$ cat config.mk
export PLATFORM = sky130hd
export DESIGN_NAME = ipt_lookup
export DESIGN_NICKNAME = d
export VERILOG_FILES = /design/src/rtl/ipt_lookup.sv
export SDC_FILE = /design/constraint.sdc
export NUM_CORES = 1
export LEC_CHECK = 0
export ABC_AREA = 1
export ABC_CLOCK_PERIOD_IN_PS = 3900
export BUFFER_PORTS_ARGS = -buffer_cell sky130_fd_sc_hd__buf_4
export CORE_MARGIN = 8
export CORE_UTILIZATION = 34
export DETAILED_ROUTE_END_ITERATION = 12
export SLEW_MARGIN = 25
export SYNTH_ARGS = -nofsm -noshare
export SYNTH_HDL_FRONTEND = slang
export SYNTH_SLANG_ARGS = --single-unit
$ cat constraint.sdc
create_clock -name clk -period 3.9 [get_ports clk]
set_clock_uncertainty 0.2 [all_clocks]
set_input_delay 0.195 -clock clk [delete_from_list [all_inputs] [get_ports clk]]
set_output_delay 0.195 -clock clk [all_outputs]
set_load 0.01 [all_outputs]
$ cat src/rtl/ipt_lookup.sv
module ipt_lookup #(
  parameter int PID_W = 6,
  parameter int VPN_W = 10,
  parameter int OFF_W = 12,
  parameter int FW    = 3
) (
  input  logic               clk,
  input  logic               rst_n,
  input  logic               req_valid,
  output logic               req_ready,
  input  logic [PID_W-1:0]   req_pid,
  input  logic [VPN_W+OFF_W-1:0] req_vaddr,
  output logic               resp_valid,
  output logic               resp_hit,
  output logic [FW+OFF_W-1:0] resp_paddr,
  input  logic               cmd_valid,
  output logic               cmd_ready,
  input  logic               cmd_free,
  input  logic [PID_W-1:0]   cmd_pid,
  input  logic [VPN_W-1:0]   cmd_vpn,
  input  logic [FW-1:0]      cmd_frame,
  output logic               cmd_done,
  output logic               cmd_ok,
  output logic [FW-1:0]      cmd_slot
);
  localparam int FRAMES = 1 << FW;
  localparam int VA_W   = VPN_W + OFF_W;

  typedef enum logic [1:0] {S_IDLE, S_LOOK, S_INS} st_t;
  st_t state;

  logic             tv   [FRAMES];
  logic [PID_W-1:0] tpid [FRAMES];
  logic [VPN_W-1:0] tvpn [FRAMES];

  logic [PID_W-1:0] k_pid;
  logic [VPN_W-1:0] k_vpn;
  logic [OFF_W-1:0] k_off;
  logic [FW-1:0]    ptr, cnt;

  function automatic logic [FW-1:0] home(input logic [PID_W-1:0] p, input logic [VPN_W-1:0] v);
    return v[FW-1:0] ^ p[FW-1:0];
  endfunction

  wire match = tv[ptr] && tpid[ptr] == k_pid && tvpn[ptr] == k_vpn;
  wire last  = cnt == FW'(FRAMES - 1);

  assign cmd_ready = state == S_IDLE;
  assign req_ready = state == S_IDLE && !cmd_valid;

  always_ff @(posedge clk) begin
    if (!rst_n) begin
      state      <= S_IDLE;
      resp_valid <= 1'b0;
      resp_hit   <= 1'b0;
      resp_paddr <= '0;
      cmd_done   <= 1'b0;
      cmd_ok     <= 1'b0;
      cmd_slot   <= '0;
      k_pid      <= '0;
      k_vpn      <= '0;
      k_off      <= '0;
      ptr        <= '0;
      cnt        <= '0;
      for (int i = 0; i < FRAMES; i++) begin
        tv[i]   <= 1'b0;
        tpid[i] <= '0;
        tvpn[i] <= '0;
      end
    end else begin
      resp_valid <= 1'b0;
      cmd_done   <= 1'b0;
      case (state)
        S_IDLE: begin
          if (cmd_valid) begin
            if (cmd_free) begin
              cmd_done      <= 1'b1;
              cmd_ok        <= tv[cmd_frame];
              cmd_slot      <= cmd_frame;
              tv[cmd_frame] <= 1'b0;
            end else begin
              k_pid <= cmd_pid;
              k_vpn <= cmd_vpn;
              ptr   <= home(cmd_pid, cmd_vpn);
              cnt   <= '0;
              state <= S_INS;
            end
          end else if (req_valid) begin
            k_pid <= req_pid;
            k_vpn <= req_vaddr[VA_W-1:OFF_W];
            k_off <= req_vaddr[OFF_W-1:0];
            ptr   <= home(req_pid, req_vaddr[VA_W-1:OFF_W]);
            cnt   <= '0;
            state <= S_LOOK;
          end
        end
        S_LOOK: begin
          if (match) begin
            resp_valid <= 1'b1;
            resp_hit   <= 1'b1;
            resp_paddr <= {ptr, k_off};
            state      <= S_IDLE;
          end else if (!tv[ptr] || last) begin
            resp_valid <= 1'b1;
            resp_hit   <= 1'b0;
            resp_paddr <= {{FW{1'b0}}, k_off};
            state      <= S_IDLE;
          end else begin
            ptr <= ptr + 1'b1;
            cnt <= cnt + 1'b1;
          end
        end
        S_INS: begin
          if (!tv[ptr]) begin
            tv[ptr]   <= 1'b1;
            tpid[ptr] <= k_pid;
            tvpn[ptr] <= k_vpn;
            cmd_done  <= 1'b1;
            cmd_ok    <= 1'b1;
            cmd_slot  <= ptr;
            state     <= S_IDLE;
          end else if (last) begin
            cmd_done <= 1'b1;
            cmd_ok   <= 1'b0;
            cmd_slot <= ptr;
            state    <= S_IDLE;
          end else begin
            ptr <= ptr + 1'b1;
            cnt <= cnt + 1'b1;
          end
        end
        default: state <= S_IDLE;
      endcase
    end
  end
endmodule

==> results.json <==
{
  "synth_seq_cells": 197,
  "fin_crit_ns": 3.18,
  "finish.instance_area_sq_um": 11700,
  "start_kind": "flop",
  "synth_cell_type_count": 38,
  "reg2reg_slack_ns": 0.72,
  "seq_area_sq_um": 5230,
  "drtIter0Drc": 622,
  "multi_input_area_sq_um": 3480,
  "synthTopCellsByArea": "edfxtp_1, dfxtp_1, nand2_1",
  "antenna_found_initial": 0,
  "io_pins": 76,
  "grt_pass1_vias": 7922,
  "rows": 61,
  "rsz0062_at_grt": "no",
  "insertion_delay_ns": 0.44,
  "worstMarginPinSlew_ns": 0.935,
  "setup_viol": 0,
  "grt_pass1_wl_mm": 42.8,
  "p_leak_nw": 4.94,
  "die_y_um": 183,
  "min_period_over_period_pct": 81.6,
  "grt_max_degree": 84,
  "syn_nets": 1220,
  "setup.worst_path.class": "reg -> reg",
  "cp_common_cell": "nor2_1",
  "hold_viol": 0,
  "clkTransAtPathRegs_ns": 0.08,
  "worstPathMaxFanout": 15,
  "antenna_cells": 0,
  "grt-ovfl-total": 0,
  "crit_chain": "inv_2 -> buf_4 -> nor2_1 -> o21ai_0 -> nand3_1 -> nand3_1 -> nand2_1 -> nor2_1 -> nand2_1 -> nor2_2 -> nand4_2 -> nand2_2 -> inv_2 -> nor2_1 -> nor2_1",
  "setup_tns_ns": 0,
  "cap_violations": 0,
  "yosys.area.top_type": "edfxtp_1",
  "crit_arrival_ns": 3.31,
  "hold_buffers": 65,
  "h-tree-depth": 4,
  "firstDrtPassIters": 5,
  "cts_resized": 0,
  "wl_per_cell_um": 15.8,
  "power_mw": 7.23,
  "power_density_nw_per_um2": 618,
  "path_delay_family": "simple AND/OR/NAND/NOR gates",
  "drive_above_1_share_pct": 12.5,
  "cts_setup_buffers": 0,
  "fp.dieW_um": 183,
  "final_nets": 1352,
  "cts_inserted_buffers": 17,
  "cts_tree": "yes",
  "async_flop_share_pct": 0,
  "syn_area_sq_um": 9470,
  "ant_nets": 0,
  "layout_setup_ws_ns": 0.718,
  "cts_buffer_depth": 2,
  "dp_hpwl_mm": 17.5,
  "port_buffers": 75,
  "worstRegToRegCells": 15,
  "root_buffer": "clkbuf_16",
  "final_core_util_pct": 42.3,
  "fmax_mhz": 314,
  "dieArea_sq_um": 33400,
  "place_ws_ns": 0.731,
  "outcome": "complete, no violations",
  "area_delta_synth_final_pct": 23.5,
  "min_path_type": "in -> reg",
  "vias_per_cell": 4.81,
  "gp_congestion": 0.834,
  "clock-sinks": 197,
  "yosysSeqAreaShare_pct": 55.2,
  "slew_violations": 0,
  "post_dp_cell_area_sq_um": 10500,
  "holdPathStages": 5,
  "stdcell_count": 1684,
  "worstReg2RegEnd": "resp_paddr[2]",
  "worst_path_largest_cell_delay_ns": 0.39,
  "synth_edf_count": 128,
  "syn-instance-count": 1161,
  "vdd_ir_drop_max_mv": 0.413,
  "holdWs_ns": 0.0381,
  "core_sq_um": 27600,
  "wl_mm": 26.6,
  "n_fill_cell": 2795,
  "synth-main-ff-cell": "edfxtp_1",
  "path_buf_inv": 3,
  "synth_top_area_share_pct": 40.6,
  "min_to": "tv[3]",
  "end_kind": "flop",
  "slowest_stage": "nand2_2",
  "yosysWarnings": 0,
  "synth.avg_cell_area_sq_um": 8.15,
  "hold_start": "cmd_frame[2]",
  "relSlewSlack_pct": 37.5,
  "track_usage_pct": 16.1,
  "dp.cells": 1587,
  "drc_errors": 0,
  "initial_core_util_pct": 34.3,
  "via_count": 8099,
  "required_ns": 4.03
}
-- Yosys cell counts (2+ instances only) --
cell type and number:
nand4_1 7, buf_1 3, a21oi_1 31, a31oi_1 15, ha_1 7, a22oi_1 2
nand2_1 269, nor2_1 253, inv_1 104, nor2_2 3, edfxtp_1 128, buf_2 17
nand2_2 10, buf_4 11, inv_2 4, o211ai_1 6, dfxtp_1 69, o21ai_0 47
o21ai_1 24, clkbuf_1 20, nor3_1 4, nand3_1 86, buf_6 3, o22ai_1 2
or2_0 3, a2bb2oi_1 2, clkinv_1 18, or2_2 2, o21ai_2 2
-- layout make-up --
| class | count | share of cell area [%] |
|---|---|---|
| clock inverters | 14 | 1.38 |
| clock buffers | 18 | 3.67 |
| multi-input cells | 783 | 29.8 |
| repair buffers | 167 | 12.3 |
| flip-flops and latches | 197 | 44.7 |
| well taps | 378 | 4.04 |
| inverters | 127 | 4.09 |
-- report_power, final --
part           switching (mW)  total (mW)  internal [mW]
logic                    1.88        2.83          0.959
registers               0.176        2.65           2.48
clock network           0.881        1.74          0.861
total                    2.93        7.23           4.30
-- state kept, by name, summed over array words and instances (netlist names), 3 cells and up, named ones only --
name / flops
cnt: 3
tvpn: 80
tpid: 48
ptr: 3
resp_paddr: 15
tv: 8
k_off: 12
k_vpn: 10
cmd_slot: 3
k_pid: 6
-- layer usage --
layer / GRT usage [%] / part of all wire [%]
met5: 0 / 0
met4: 3.97 / 1.3
met3: 3.44 / 6.0
met2: 26.5 / 47
met1: 21.5 / 46
-- worst reg2reg max path, cell delays in order (launching register included) --
cell     delay, ns
dfxtp_1       0.35
inv_2         0.26
buf_4         0.27
nor2_1        0.07
o21ai_0       0.07
nand3_1       0.12
nand3_1       0.12
nand2_1       0.07
nor2_1        0.19
nand2_1       0.11
nor2_2        0.16
nand4_2       0.34
nand2_2       0.39
inv_2         0.19
nor2_1        0.13
nor2_1        0.05
-- worst max-delay path by stage --
stage,cells after the start,end
2_1_floorplan,14,tpid[3][0]
3_3_place_gp,15,resp_paddr[1]
6_report,15,resp_paddr[2]
3_5_place_dp,15,resp_paddr[2]
5_1_grt,17,resp_paddr[11]
4_1_cts,15,resp_paddr[2]
-- layout by cell type, fill, tap and decap left out, types with 7 or more instances in the layout --
master and count:
nand2_1 269, nor2_1 252, edfxtp_1 128, inv_1 104, buf_4 100, nand3_1 86, dfxtp_1 68, dlygate4sd3_1 65
o21ai_0 47, a21oi_1 31, o21ai_1 24, clkinv_1 18, clkbuf_16 17, a31oi_1 15, nand2_2 10, nand4_1 7
ha_1 7
-- cell families after synthesis --
family | synth area share (%)
fa+ha+maj | 0.925
buf+inv | 8.09
xor+xnor | 0.0925
simple gates | 28.1
mux | 0.106
compound gates | 7.52
flops | 55.2
Note: power is estimated with default switching activity, not from simulation.
